`src/rtl/duplex_lcd_drv.sv`:
```
module duplex_lcd_drv #(
  parameter int LINES     = 20,
  parameter int PHASE_LEN = 200
) (
  input  logic               clk,
  input  logic               rst_n,
  input  logic [LINES-1:0]   on_a,
  input  logic [LINES-1:0]   on_b,
  output logic [1:0]         bp_a,
  output logic [1:0]         bp_b,
  output logic [2*LINES-1:0] seg_drv
);
  localparam int CW = $clog2(PHASE_LEN + 1);
  localparam logic [1:0] LV_LO  = 2'b00;
  localparam logic [1:0] LV_MID = 2'b01;
  localparam logic [1:0] LV_HI  = 2'b10;

  logic [CW-1:0]    cnt;
  logic [1:0]       phase;
  logic [LINES-1:0] hold_a, hold_b;
  logic             last, wrap, pos, grp_b;

  assign last  = (cnt == CW'(PHASE_LEN - 1));
  assign wrap  = last && (phase == 2'd3);
  assign pos   = ~phase[0];
  assign grp_b = phase[1];

  always_ff @(posedge clk or negedge rst_n) begin
    if (!rst_n) begin
      cnt    <= '0;
      phase  <= 2'd0;
      hold_a <= '0;
      hold_b <= '0;
    end else begin
      cnt <= last ? '0 : cnt + CW'(1);
      if (last) phase <= phase + 2'd1;
      if (wrap) begin
        hold_a <= on_a;
        hold_b <= on_b;
      end
    end
  end

  assign bp_a = grp_b ? LV_MID : (pos ? LV_HI : LV_LO);
  assign bp_b = grp_b ? (pos ? LV_HI : LV_LO) : LV_MID;

  for (genvar i = 0; i < LINES; i++) begin : g_line
    logic on_w;
    assign on_w = grp_b ? hold_b[i] : hold_a[i];
    assign seg_drv[2*i +: 2] = (on_w ^ pos) ? LV_HI : LV_LO;
  end

  // phase steps by one only after the last count of a phase
  a_r3_phase_step: assert property (@(posedge clk) disable iff (!rst_n)
    last |=> phase == $past(phase) + 2'd1);
  a_r3_phase_hold: assert property (@(posedge clk) disable iff (!rst_n)
    !last |=> $stable(phase));
  // never code 3, one backplane always resting
  a_r2_bp_legal: assert property (@(posedge clk) disable iff (!rst_n)
    bp_a != 2'b11 && bp_b != 2'b11);
  a_r4_one_resting: assert property (@(posedge clk) disable iff (!rst_n)
    bp_a == LV_MID || bp_b == LV_MID);
  // captured bits move only at the frame boundary
  a_r9_hold_stable: assert property (@(posedge clk) disable iff (!rst_n)
    !wrap |=> $stable(hold_a) && $stable(hold_b));

  // segment lines never at middle level
  for (genvar j = 0; j < LINES; j++) begin : g_chk
    a_r6_seg_two_level: assert property (@(posedge clk) disable iff (!rst_n)
      seg_drv[2*j +: 2] == LV_LO || seg_drv[2*j +: 2] == LV_HI);
  end
endmodule

```
`config.mk`:
```
export PLATFORM = sky130hd
export DESIGN_NAME = duplex_lcd_drv
export DESIGN_NICKNAME = d
export VERILOG_FILES = /design/src/rtl/duplex_lcd_drv.sv
export SDC_FILE = /design/constraint.sdc
export NUM_CORES = 1
export LEC_CHECK = 0
export BUFFER_PORTS_ARGS = -buffer_cell sky130_fd_sc_hd__buf_2
export CELL_PAD_IN_SITES_DETAIL_PLACEMENT = 1
export CELL_PAD_IN_SITES_GLOBAL_PLACEMENT = 2
export CORE_MARGIN = 5
export CORE_UTILIZATION = 30
export CTS_CLUSTER_SIZE = 25
export DETAILED_ROUTE_END_ITERATION = 7
export GPL_TIMING_DRIVEN = 0
export PLACE_DENSITY = 0.8
export REMOVE_ABC_BUFFERS = 1
export SYNTH_ARGS = -nofsm -noshare
export SYNTH_HDL_FRONTEND = slang
export SYNTH_SLANG_ARGS = --single-unit
```
`constraint.sdc`:
```
create_clock -name clk -period 1.6 [get_ports clk]
set_input_delay 0.32 -clock clk [delete_from_list [all_inputs] [get_ports clk]]
set_output_delay 0.32 -clock clk [all_outputs]
set_load 0.1 [all_outputs]
```
==> results.py, run 1 <==
metrics = {
    "timing": {
        "finalSetupViolations": 64,
        "slew_headroom_pct": 24.4,
        "rsz0062_at_grt": "true",
        "hold_viol_final": 0,
        "fmax_ghz": 0.512,
        "worst_slack_ns": -0.352,
        "worst_pin_slew_ns": 1.13,
        "finalClockSkew_ns": 0.00610,
        "min_period_ns": 1.95,
        "drv_slew": 0,
        "fin_crit_sh_pct": 122,
    },
    "grt": {
        "overflow": 0,
        "grt_usage_pct": 11.1,
        "grt_max_degree": 51,
        "grt_util_met1_pct": 14.4,
        "first_global_vias": 1868,
        "grt_pass1_wl_microns": 9850,
        "antenna_found_initial": 0,
        "grtUsageMet2_pct": 18.1,
        "grtUsageMet3_pct": 3.66,
        "grt_busiest_layer": "met2",
    },
    "status": {
        "status": "finished with violations",
        "violations": "negative setup slack",
    },
    "die": {
        "num_rows": 34,
        "die-area_sq_um": 10900,
        "io_pins": 86,
        "start_util_pct": 30.7,
        "fp.coreArea_sq_um": 8680,
        "die_x_microns": 104,
        "die_height_microns": 104,
    },
    "yosys": {
        "netlist_top_cells_area": "dfrtp_1 47%, mux2_4 11%, mux2_2 8.9%",
        "synthCells": 195,
        "synth_seq_area_share_pct": 47.0,
        "netlist.top_cell.by_area": "dfrtp_1",
        "yosys_register_bits": 50,
        "yosys_warnings": 0,
        "syn-cell-area_sq_um": 2660,
        "ys_types": 29,
        "post_synth.cell_area_avg_sq_um": 13.7,
        "synth_top_area_share_pct": 47.0,
    },
    "finish": {
        "drive_gt1_share_pct": 55.8,
        "syn2layout_area_growth_pct": 31.6,
        "layout.nets": 312,
        "insertedDiodeCount": 0,
        "stdcell_area_sq_um": 3510,
        "final_cell_count_no_fill": 375,
    },
    "power": {
        "power_switching_mw": 0.658,
        "p_clk_share_pct": 35.6,
        "comb_power_share_pct": 11.6,
        "netSwitchingFraction_pct": 27.5,
        "power_leakage_nw": 1.69,
        "power.total_mw": 2.39,
        "pwr-share-seq_pct": 52.7,
        "p_int_mw": 1.74,
        "peakVddDrop_mv": 0.317,
        "power.density_nw_per_um2": 683,
    },
    "place": {
        "io_buffers": 65,
        "place.gp.congestion": 0.722,
        "dp.cells": 359,
        "dp_hpwl_microns": 3840,
        "placed_area_sq_um": 3030,
    },
    "cts": {
        "path_clk_slew_ns": 0.09,
        "clockBufferDepth": 2,
        "cts_tree": "built",
        "clock_sinks": 50,
        "htreeDepth": 2,
        "cts_buffers": 5,
        "cts-root-buf": "clkbuf_8",
        "clock_latency_ns": 0.30,
    },
    "flow_run": {
        "cap_violations": 0,
    },
    "critical_path": {
        "setup.worst_path.end_class": "primary output",
        "rrSetupSlack_ns": -0.32,
        "r2r-start": "phase[1]$_DFFE_PN0N_",
        "critPathArrivalTime_ns": 1.63,
        "worstSetupPathType": "flip-flop to primary output",
        "cp_max_fo": 12,
        "cp.required_ns": 1.28,
        "regToRegEndpoint": "hold_b[3]$_DFFE_PN0P_",
        "cp-start-kind": "flip-flop",
        "worst-r2r-cell-count": 7,
    },
    "routing": {
        "final_antenna_net_count": 0,
        "avgViaCountPerCell": 4.38,
        "drtIter0Drc": 43,
        "num_vias": 1642,
        "drt-wirelength-per-cell_microns": 15.9,
        "drc": 0,
        "drt_wl_total_microns": 5970,
        "drt-pass1-iter-count": 3,
    },
    "worst_hold_path": {
        "holdCritPathClass": "input port to asynchronous set/reset pin",
    },
}
## worst max path at each step
stage | end | depth (start not counted) | slack (ns) | from
CTS | seg_drv[29] | 4 | -0.38 | phase[1]$_DFFE_PN0N_
global placement | hold_a[1]$_DFFE_PN0P_ | 4 | -2.40 | phase[1]$_DFFE_PN0N_
global route | seg_drv[29] | 4 | -0.43 | phase[1]$_DFFE_PN0N_
floorplan | hold_a[0]$_DFFE_PN0P_ | 4 | -2.13 | phase[1]$_DFFE_PN0N_
finish | seg_drv[29] | 4 | -0.35 | phase[1]$_DFFE_PN0N_
detailed placement | hold_b[6]$_DFFE_PN0P_ | 5 | -1.46 | phase[1]$_DFFE_PN0N_
## area by class of cell
| class | count | area (sq um) |
|---|---|---|
| Fill cell | 935 | 5170 |
| Clock buffer | 8 | 110 |
| Sequential cell | 50 | 1260 |
| Multi-Input combinational cell | 131 | 1330 |
| Inverter | 3 | 26.3 |
| Timing Repair Buffer | 75 | 651 |
| Tap cell | 108 | 135 |
## routing by layer
layer  wire [microns]  vias up
met5                0        -
met1             2590      824
met3              378        4
met2             2960       49
li1                 -      765
met4               40        0
## what timing repair did
action	4_1_cts	5_1_grt
endpoints found under the setup margin	66	65
hold buffers	0	0
setup buffers	7	1
pin swaps	1	0
gates resized for setup	65	15
## sequential cells by signal, indices dropped and copies added (netlist names)
register / cells
hold_a: 20
hold_b: 20
cnt: 8
phase: 2
## synthesized netlist by cell type
cell       count
nor3_1         2
a311oi_1       1
mux2_2        21
nand3_1        2
nor2_1         2
and3_1         1
a21oi_1        2
and3_2         1
nand4_1        1
nor3_4         1
clkbuf_1       2
dfrtp_1       50
clkinv_1       1
mux2i_1       20
mux2_4        20
buf_6          4
buf_2          3
xnor2_1       24
xor2_1         1
nand2_1        2
and4bb_2       1
buf_4         21
conb_1         1
inv_1          2
or2b_4         1
ha_1           4
nand4bb_4      1
and4_2         1
a21o_1         2
## cells in the final DEF (no fill, tap or decap), types with 2 or more instances in the layout
master | synthesis | final
buf_4 | 21 | 2
dfrtp_1 | 50 | 47
buf_12 | 0 | 5
mux2_4 | 20 | 20
nand3_1 | 2 | 2
nor3_4 | 1 | 2
buf_2 | 3 | 42
buf_16 | 0 | 2
xnor2_1 | 24 | 23
a21oi_1 | 2 | 2
buf_6 | 4 | 24
a21o_1 | 2 | 2
mux2_2 | 21 | 21
conb_1 | 1 | 20
mux2i_2 | 0 | 8
mux2i_1 | 20 | 11
ha_1 | 4 | 2
clkbuf_8 | 0 | 8
dfrtp_2 | 0 | 2
nor2_1 | 2 | 2
## worst max-delay path, stage by stage (launching register included)
cell,delay [ns]
dfrtp_4,0.53
buf_12,0.18
mux2i_2,0.20
xnor2_1,0.16
buf_6,0.25
## kinds of logic after synthesis
logic type                 Yosys count  synth area share [%]
xor gates and xnor gates            25                  8.22
buffers and inverters               33                  8.88
adders and majority gates            4                  1.88
and+or+nand+nor                     16                  4.98
DFF                                 50                  47.0
other                                1                 0.141
AOI/OAI and AO/OA                    5                  1.27
muxes                               61                  27.7
## metrics by stage
step	TNS (ns)	worst slack, ns	hold slack (ns)	util, %
after detailed placement	-80.03	-1.46	0.495	34.9
after global placement	-117.25	-2.40	0.486	34.2
after floorplan	-132.39	-2.13	0.0244	-
after global routing	-22.62	-0.429	0.225	40.4
final	-17.74	-0.352	0.241	40.4
after CTS	-16.60	-0.376	0.232	39.6
## power groups by stage
stage          Clock [mW]  Combinational (mW)  Sequential (mW)
6_report            0.853               0.279             1.26
5_1_grt             0.963               0.294             1.26
4_1_cts             0.899               0.282             1.26
3_5_place_dp            0               0.281             1.29
3_3_place_gp            0               0.279             1.29
2_1_floorplan           0               0.204             1.29
No activity file was read; power rests on OpenSTA's default activity.
==> inputs of run 2 (changes only) <==
--- a/config.mk
+++ b/config.mk
@@ -15,6 +15,7 @@
 export GPL_TIMING_DRIVEN = 0
 export PLACE_DENSITY = 0.8
 export REMOVE_ABC_BUFFERS = 1
+export SETUP_SLACK_MARGIN = 0.15
 export SYNTH_ARGS = -nofsm -noshare
 export SYNTH_HDL_FRONTEND = slang
 export SYNTH_SLANG_ARGS = --single-unit
==> results.py, run 2 (same netlist as run 1, synthesis figures left out) <==
metrics = {
    "timing": {
        "rsz0062_at_grt": "true",
        "min_period_ns": 1.96,
        "worst_slack_ns": -0.355,
        "drv_slew": 0,
        "worst_pin_slew_ns": 1.13,
        "tns_ns": -18.03,
        "hold_viol_final": 0,
        "holdWs_ns": 0.241,
        "fin_crit_sh_pct": 122,
        "fmax_ghz": 0.511,
        "finalClockSkew_ns": 0.00474,
        "slew_headroom_pct": 24.6,
        "finalSetupViolations": 64,
    },
    "grt": {
        "grt_usage_pct": 11.2,
        "grt_pass1_wl_microns": 9890,
        "antenna_found_initial": 0,
        "first_global_vias": 1877,
        "overflow": 0,
        "grt_max_degree": 51,
    },
    "power": {
        "power.density_nw_per_um2": 674,
        "peakVddDrop_mv": 0.302,
        "power_leakage_nw": 1.71,
    },
    "finish": {
        "insertedDiodeCount": 0,
        "fillers": 933,
        "layout_commonest_cell": "dfrtp_1",
        "utilization_pct": 40.8,
        "layout.nets": 316,
        "stdcell_area_sq_um": 3540,
        "syn2layout_area_growth_pct": 33.1,
        "drive_gt1_share_pct": 55.4,
        "top_regs": "hold_a: 20 flops, hold_b: 20 flops, cnt: 8 flops",
        "layout_common_cells": "48 x dfrtp_1, 41 x buf_2, 24 x buf_6",
    },
    "critical_path": {
        "cp_max_fo": 12,
        "setup.worst_path.end_class": "primary output",
        "cp.required_ns": 1.28,
        "cp-start-kind": "flip-flop",
        "critPathArrivalTime_ns": 1.64,
        "worstSetupPathType": "flip-flop to primary output",
    },
    "die": {
        "die_x_microns": 104,
        "fp.coreArea_sq_um": 8680,
        "start_util_pct": 30.7,
        "die-area_sq_um": 10900,
        "num_rows": 34,
        "die_height_microns": 104,
        "io_pins": 86,
    },
    "cts": {
        "cts-root-buf": "clkbuf_8",
        "cts_tree": "built",
        "path_clk_slew_ns": 0.09,
        "clock_latency_ns": 0.30,
        "clock_sinks": 50,
        "htreeDepth": 2,
        "clockBufferDepth": 2,
        "cts_buffers": 5,
        "hold_buffers": 0,
    },
    "flow_run": {
        "cap_violations": 0,
    },
    "place": {
        "post-place-ws_ns": -1.46,
        "dp_hpwl_microns": 3840,
        "placed_area_sq_um": 3030,
        "place.gp.congestion": 0.722,
        "io_buffers": 65,
    },
    "routing": {
        "avgViaCountPerCell": 4.39,
        "num_vias": 1662,
        "drtIter0Drc": 25,
        "drt-pass1-iter-count": 4,
        "drc": 0,
        "final_antenna_net_count": 0,
        "drt-wirelength-per-cell_microns": 15.8,
        "drt_wl_total_microns": 5990,
    },
    "status": {
        "status": "finished with violations",
        "violations": "negative setup slack",
    },
    "worst_hold_path": {
        "holdCritPathClass": "input port to asynchronous set/reset pin",
    },
}
## run 2: cell types whose count changed in the layout (fill, tap and decap cells not counted)
cell     previous run  this run
buf_4               2         6
buf_12              5         6
buf_2              42        41
dfrtp_1            47        48
dfrtp_2             2         1
ha_1                2         3
ha_2                1         0
inv_1               1         2
inv_4               1         0
## run 2: report_power, final
part | internal, mW | switching (mW)
registers | 1.26 | 0
clock network | 0.437 | 0.411
logic | 0.0360 | 0.243
total | 1.74 | 0.653
## run 2: per-stage QoR
step / instances / power (mW)
after floorplan: 184 / 1.49
after global placement: 357 / 1.57
after detailed placement: 359 / 1.57
after CTS: 376 / 2.44
after global routing: 379 / 2.51
final: 379 / 2.39
## run 2: layer usage
layer	global-route usage [%]	up-vias	part of all wire, %
li1	-	774	-
met1	14.2	835	44
met2	18.5	49	49
met3	3.66	4	6.3
met4	2.50	0	0.67
met5	0	-	0
## run 2: path summary, 6_finish.rpt
check,start,to,slack (ns),depth (start not counted)
max,phase[1]$_DFFE_PN0N_,seg_drv[29],-0.36,4
min,rst_n,phase[0]$_DFFE_PN0N_,0.24,1
max reg2reg,phase[1]$_DFFE_PN0N_,hold_b[3]$_DFFE_PN0P_,-0.33,7
min reg2reg,hold_b[6]$_DFFE_PN0P_,hold_b[6]$_DFFE_PN0P_,0.52,1
max in group asynchronous,rst_n,phase[1]$_DFFE_PN0N_,0.55,1
min in group clk,on_a[0],hold_a[0]$_DFFE_PN0P_,0.24,2
## run 2: what timing repair did
item                       4_1_cts  5_1_grt
setup buffers                    9        3
pin swaps                        2        1
gates resized for setup         70       10
setup endpoints to repair       68       65
## run 2: worst max-delay path, stage by stage (launching register included)
cell	delay [ns]
dfrtp_4	0.54
buf_12	0.18
mux2i_2	0.20
xnor2_1	0.16
buf_6	0.25
## run 2: area by class of cell
cell class / count / area (sq um) / share of cell area (%)
multi-input cells: 131 / 1320 / 37.3
repair buffers: 79 / 696 / 19.6
well taps: 108 / 135 / 3.81
clock buffers: 8 / 110 / 3.11
flip-flops and latches: 50 / 1260 / 35.4
inverters: 3 / 23.8 / 0.671
